<file path="config.mk">
export PLATFORM = sky130hd
export DESIGN_NAME = quad_noise_filter
export DESIGN_NICKNAME = d
export VERILOG_FILES = /design/src/rtl/qgf_pkg.sv /design/src/rtl/qgf_prescaler.sv /design/src/rtl/qgf_sync.sv /design/src/rtl/qgf_channel.sv /design/src/rtl/quad_noise_filter.sv
export SDC_FILE = /design/constraint.sdc
export NUM_CORES = 1
export LEC_CHECK = 0
export BUFFER_PORTS_ARGS = -buffer_cell sky130_fd_sc_hd__clkbuf_2
export CAP_MARGIN = 0
export CORE_AREA = 3 3 45 58
export DETAILED_ROUTE_END_ITERATION = 8
export DIE_AREA = 0 0 48 61
export PLACE_DENSITY = 0.78
export SYNTH_ARGS = -nofsm -noshare
export SYNTH_HDL_FRONTEND = slang
export SYNTH_SLANG_ARGS = --single-unit
</file>
<file path="constraint.sdc">
create_clock -name clk -period 1.8 [get_ports clk]
set_clock_uncertainty 0.05 [all_clocks]
set_input_delay 0.27 -clock clk [delete_from_list [all_inputs] [get_ports clk]]
set_output_delay 0.27 -clock clk [all_outputs]
set_load 0.02 [all_outputs]
</file>
<file path="src/rtl/qgf_pkg.sv">
`timescale 1ns/1ps
package qgf_pkg;

   // Per-line filter result: registered level plus a one-cycle glitch event
   typedef struct packed {
      logic level;
      logic glitch;
   } qgf_ch_out_t;

   // Width of a counter that holds 0 .. n-1
   function automatic int unsigned qgf_run_width(input int unsigned n);
      return (n < 2) ? 1 : $clog2(n);
   endfunction

endpackage

</file>
<file path="src/rtl/qgf_prescaler.sv">
`timescale 1ns/1ps
module qgf_prescaler #(
   parameter int unsigned W = 8
) (
   input  logic         clk,
   input  logic         rst_n,
   input  logic [W-1:0] div,
   output logic         tick
);

   logic [W-1:0] cnt_q;

   // ">=" rather than "==" so that lowering div mid-period fires at once
   assign tick = (cnt_q >= div);

   always_ff @(posedge clk or negedge rst_n) begin
      if (!rst_n)
         cnt_q <= '0;
      else if (tick)
         cnt_q <= '0;
      else
         cnt_q <= cnt_q + W'(1);
   end

endmodule

</file>
<file path="src/rtl/qgf_sync.sv">
`timescale 1ns/1ps
module qgf_sync #(
   parameter int unsigned STAGES = 2
) (
   input  logic clk,
   input  logic rst_n,
   input  logic d,
   output logic q
);

   generate
      if (STAGES == 1) begin : g_single
         logic q_r;
         always_ff @(posedge clk or negedge rst_n) begin
            if (!rst_n) q_r <= 1'b0;
            else        q_r <= d;
         end
         assign q = q_r;
      end else begin : g_chain
         logic [STAGES-1:0] sr;
         always_ff @(posedge clk or negedge rst_n) begin
            if (!rst_n) sr <= '0;
            else        sr <= {sr[STAGES-2:0], d};
         end
         assign q = sr[STAGES-1];
      end
   endgenerate

endmodule

</file>
<file path="src/rtl/qgf_channel.sv">
`timescale 1ns/1ps
module qgf_channel import qgf_pkg::*; #(
   parameter int unsigned STABLE = 3
) (
   input  logic        clk,
   input  logic        rst_n,
   input  logic        tick,
   input  logic        din,
   output qgf_ch_out_t o
);

   localparam int unsigned RW = qgf_run_width(STABLE);
   localparam logic [RW-1:0] RUN_LAST = RW'(STABLE - 1);

   logic          level_q, level_d;
   logic [RW-1:0] run_q, run_d;
   logic          glitch;

   always_comb begin
      level_d = level_q;
      run_d   = run_q;
      glitch  = 1'b0;
      if (tick) begin
         if (din != level_q) begin
            if (run_q == RUN_LAST) begin
               level_d = din;
               run_d   = '0;
            end else begin
               run_d = run_q + RW'(1);
            end
         end else if (run_q != '0) begin
            // level came back before the run finished
            glitch = 1'b1;
            run_d  = '0;
         end
      end
   end

   always_ff @(posedge clk or negedge rst_n) begin
      if (!rst_n) begin
         level_q <= 1'b0;
         run_q   <= '0;
      end else begin
         level_q <= level_d;
         run_q   <= run_d;
      end
   end

   assign o.level  = level_q;
   assign o.glitch = glitch;

endmodule

</file>
<file path="src/rtl/quad_noise_filter.sv">
`timescale 1ns/1ps
module quad_noise_filter import qgf_pkg::*; #(
   parameter int unsigned PRESCALE_W    = 8,
   parameter int unsigned SYNC_STAGES   = 2,
   parameter int unsigned STABLE_COUNT  = 3,
   parameter bit          FLAG_SET_WINS = 1'b1
) (
   input  logic                  clk,
   input  logic                  rst_n,
   input  logic                  raw_a,
   input  logic                  raw_b,
   input  logic [PRESCALE_W-1:0] prescale,
   input  logic                  err_clr,
   output logic                  filt_a,
   output logic                  filt_b,
   output logic                  noise_err
);

   localparam int unsigned NUM_CH = 2;

   generate
      if (PRESCALE_W < 1 || PRESCALE_W > 16) begin : g_bad_pw
         $error("PRESCALE_W must be within 1..16");
      end
      if (SYNC_STAGES < 1 || SYNC_STAGES > 4) begin : g_bad_sync
         $error("SYNC_STAGES must be within 1..4");
      end
      if (STABLE_COUNT < 1 || STABLE_COUNT > 16) begin : g_bad_stable
         $error("STABLE_COUNT must be within 1..16");
      end
   endgenerate

   logic              smp_tick;
   logic [NUM_CH-1:0] raw_vec;
   logic [NUM_CH-1:0] sync_lvl;
   logic [NUM_CH-1:0] ch_level;
   logic [NUM_CH-1:0] ch_glitch;
   logic              err_q;

   assign raw_vec = {raw_b, raw_a};

   qgf_prescaler #(.W(PRESCALE_W)) u_presc (
      .clk  (clk),
      .rst_n(rst_n),
      .div  (prescale),
      .tick (smp_tick)
   );

   for (genvar c = 0; c < NUM_CH; c++) begin : g_ch
      qgf_ch_out_t st;

      qgf_sync #(.STAGES(SYNC_STAGES)) u_sync (
         .clk  (clk),
         .rst_n(rst_n),
         .d    (raw_vec[c]),
         .q    (sync_lvl[c])
      );

      qgf_channel #(.STABLE(STABLE_COUNT)) u_flt (
         .clk  (clk),
         .rst_n(rst_n),
         .tick (smp_tick),
         .din  (sync_lvl[c]),
         .o    (st)
      );

      assign ch_level[c]  = st.level;
      assign ch_glitch[c] = st.glitch;
   end

   generate
      if (FLAG_SET_WINS) begin : g_flag_set
         always_ff @(posedge clk or negedge rst_n) begin
            if (!rst_n)          err_q <= 1'b0;
            else if (|ch_glitch) err_q <= 1'b1;
            else if (err_clr)    err_q <= 1'b0;
         end
      end else begin : g_flag_clr
         always_ff @(posedge clk or negedge rst_n) begin
            if (!rst_n)          err_q <= 1'b0;
            else if (err_clr)    err_q <= 1'b0;
            else if (|ch_glitch) err_q <= 1'b1;
         end
      end
   endgenerate

   assign filt_a    = ch_level[0];
   assign filt_b    = ch_level[1];
   assign noise_err = err_q;

endmodule

</file>
==> reports/metrics.yaml <==
yosys:
  ys_top_cells_by_area: "dfrtp_1 (46%), ha_1 (11%), xor2_1 (5.1%)"
  syn_area_per_cell_sq_um: 11.18
  synth_cell_types: 27
  synth_adder_area_share_pct: 10.95
  ys_seq_elements: 19
  synth_area_sq_um: 1028
  yosysWarnings: 0
  synth_top_family_by_area: "simple AND/OR/NAND/NOR gates"
  synthXorXnorAreaFrac_pct: 6.813
  synth_mux_area_share_pct: 7.543
  synthSimpleGateAreaFrac_pct: 14.11
  syn_nets: 114
  yosysSeqAreaShare_pct: 46.23
  syn_inst: 92
  synth-compound-area-share_pct: 9.246
  yosysTopAreaCell: "dfrtp_1"
  synth_top_area_share_pct: 46.23
hold_path:
  min_delay_worst_endpoint: "g_ch[0].u_sync.g_chain.sr[0]$_DFF_PN0_"
  worstHoldStart: "raw_a"
  hold_depth: 1
  min_path_type: "in -> reg"
power_and_ir_drop:
  p_sw_share_pct: 35.79
  p_seq_share_pct: 37.3
  clkPwrFrac_pct: 11.5
  p_leak_nw: 0.6804
  p_sw_uw: 647.0
  p_comb_share_pct: 51.3
  p_int_mw: 1.161
  power_density_nw_per_um2: 1411
  vdd_drop_max_uv: 941.9
floorplan:
  die_y_um: 61
  start_util_pct: 48.07
  fp.coreArea_sq_um: 2140
  chipWidth_um: 48
  dieArea_sq_um: 2928
  boundaryPins: 16
  row_count: 19
timing:
  rsz0062_at_grt: "true"
  slew_headroom_pct: 69.92
  hold_viol: 0
  slew_viol_final: 0
  final.period_utilization_pct: 104.3
  setup-tns-final_ps: -370.2
  max_freq_ghz: 0.5324
  setup_viol: 12
  worst_pin_slew_ps: 451.2
  worst_slack_ps: -78.19
  fin_crit_ps: 1878
run_status:
  run_status: "complete, but fails checks"
  violations: "setup timing"
layout:
  multiInputGateArea_sq_um: 536.8
  utilization_pct: 59.88
  layout-drive-gt1-share_pct: 36.59
  nets: 146
  fin_cells: 144
  synthToLayoutAreaGrowth_pct: 24.57
  register_area_sq_um: 475.5
  fill_cells: 185
  n_antenna_cell: 0
setup_path:
  cp_data_arrival_time_ps: 2020
  r2r_start: "u_presc.cnt_q[0]$_DFF_PN0_"
  reg2reg_depth: 7
  rrSetupSlack_ps: -80
  cp_cell_sequence: "inv_1 > ha_1 > nand2b_4 > a2111oi_4 > o21ai_2 > and2b_4 > mux2_4"
  critPathTopFamily: "compound AO/OA/AOI/OAI gates"
  worstReg2RegEnd: "g_ch[1].u_flt.run_q[1]$_DFFE_PN0P_"
  crit_type: "reg -> reg"
  required_ps: 1940
  crit_path_top_delay_cell: "dfrtp_1"
  critPathLaunchType: "flop"
  slowest_delay_ps: 360
  worstPathMaxFanout: 6
  cp-end-kind: "flop"
  crit_buf_inv: 1
routing:
  dr.pass1.iters: 4
  drc: 0
  post_drt_via_cell_ratio: 5.160
  wl_per_cell_um: 12.26
  postRouteAntennaNets: 0
  drt_iter0_drc: 19
  finalWirelength_um: 1765
  vias: 743
grt:
  grt_util_all_layers_pct: 14.78
  grt_max_degree: 20
  antenna_found_initial: 0
  grt_pass1_wl_um: 3022
  grt_overflow: 0
  grt_pass1_vias: 764
place:
  dp_hpwl_um: 1392
  dp_cells: 135
  io_buffers: 15
  gp_congestion: 0.7864
clock_tree:
  ctsHtreeMaxLevel: 1
  cts_made_buffers: 3
  clock_sinks: 19
  clockBufferDepth: 2
  path_clk_slew_ps: 90
  root_buffer: "clkbuf_4"
  clkLatencyLatePin_ps: 290
  cts_tree: "built"
flow_run:
  drv_cap: 0
## routing by layer
layer  wire length, um  track usage [%]  up-vias
li1                  -                -      372
met5                 0                0        -
met2               898            25.14       16
met4                28            6.923        0
met1               773            17.77      353
met3                65            2.077        2
## repair_timing
action                     4_1_cts  5_1_grt
pin swaps                        2        3
setup buffers                    3        1
hold buffers                     1        0
resized for setup                6        4
setup endpoints to repair       14       15
hold endpoints to repair        19        0
cloned                           0        0
## power by group through the flow
stage / Sequential (mW) / Combinational [mW] / Clock (mW)
floorplan: 0.717 / 0.531 / 0
finish: 0.674 / 0.927 / 0.207
CTS: 0.672 / 0.896 / 0.218
global route: 0.691 / 1.06 / 0.226
detailed placement: 0.681 / 0.825 / 0
global placement: 0.675 / 0.787 / 0
## registers in the layout, indices dropped and copies added, names as in the netlist
signal                  flops
noise_err                   1
u_presc.cnt_q               8
g_ch.u_flt.run_q            4
g_ch.u_sync.g_chain.sr      4
g_ch.u_flt.level_q          2
## cell type report
| class | instances | area share, % |
|---|---|---|
| repair buffers | 28 | 13.67 |
| well taps | 21 | 2.051 |
| multi-input cells | 61 | 41.89 |
| inverters | 11 | 3.223 |
| flip-flops and latches | 19 | 37.11 |
| clock buffers | 4 | 2.051 |
## worst reg2reg max path: stages (launching register included)
cell       delay, ps
dfrtp_1          360
inv_1             50
ha_1             260
nand2b_4         150
a2111oi_4        300
o21ai_2          110
and2b_4          210
mux2_4           290
## through the flow
step | cell area (sq um) | power, mW | setup slack [ps] | hold slack, ps
2_1_floorplan | 1028 | 1.248 | -69.65 | -75.59
3_3_place_gp | 1179 | 1.462 | -115.6 | 183.2
3_5_place_dp | 1179 | 1.505 | -161.2 | 191.1
4_1_cts | 1259 | 1.786 | -102.0 | 10.80
5_1_grt | 1281 | 1.976 | -146.0 | 15.50
6_report | 1281 | 1.808 | -78.19 | 23.42
## worst max-delay path by stage
stage                                from                            endpoint  slack [ps]  depth (start not counted)
3_3_place_gp                  prescale[5]  g_ch[1].u_flt.run_q[1]$_DFFE_PN0P_        -120                          7
3_5_place_dp                  prescale[6]  g_ch[0].u_flt.run_q[1]$_DFFE_PN0P_        -160                          8
6_report       u_presc.cnt_q[0]$_DFF_PN0_  g_ch[1].u_flt.run_q[1]$_DFFE_PN0P_         -80                          7
4_1_cts        u_presc.cnt_q[0]$_DFF_PN0_  g_ch[1].u_flt.run_q[1]$_DFFE_PN0P_        -100                          7
5_1_grt        u_presc.cnt_q[0]$_DFF_PN0_  g_ch[1].u_flt.run_q[1]$_DFFE_PN0P_        -150                          7
2_1_floorplan  u_presc.cnt_q[0]$_DFF_PN0_               noise_err$_DFFE_PN0P_         -70                          8
## layout by cell type, fill, tap and decap left out, types with 2 or more instances in the layout
cell and n:
xor2_1 6, o21ai_0 2, nor2_1 8, inv_1 11
clkbuf_4 3, buf_4 12, nand3_1 5, o21a_1 2
xnor2_1 2, and3_1 2, nor3b_1 2, ha_1 8
mux2_4 5, nand2_1 3, nor2_2 2, clkbuf_2 15
dfrtp_1 19
## cells in the mapped netlist
| cell | n |
|---|---|
| a2111oi_4 | 1 |
| a211oi_1 | 1 |
| a21o_1 | 1 |
| a21oi_1 | 1 |
| a22o_1 | 1 |
| and2b_4 | 1 |
| and3_1 | 2 |
| buf_6 | 1 |
| dfrtp_1 | 19 |
| ha_1 | 9 |
| inv_1 | 11 |
| mux2_2 | 2 |
| mux2_4 | 3 |
| mux2i_1 | 1 |
| nand2_1 | 3 |
| nand2b_4 | 1 |
| nand3_1 | 5 |
| nand4b_1 | 1 |
| nor2_1 | 10 |
| nor3_1 | 1 |
| nor3b_1 | 2 |
| o21a_1 | 2 |
| o21ai_0 | 3 |
| o21ai_2 | 1 |
| or3_1 | 1 |
| xnor2_1 | 2 |
| xor2_1 | 6 |
## logic make-up after synthesis
logic type,count (synthesis)
fa+ha+maj,9
mux,6
flops,19
xor+xnor,8
simple gates,27
compound gates,11
buf+inv,12
No activity file was read; power rests on OpenSTA's default activity.
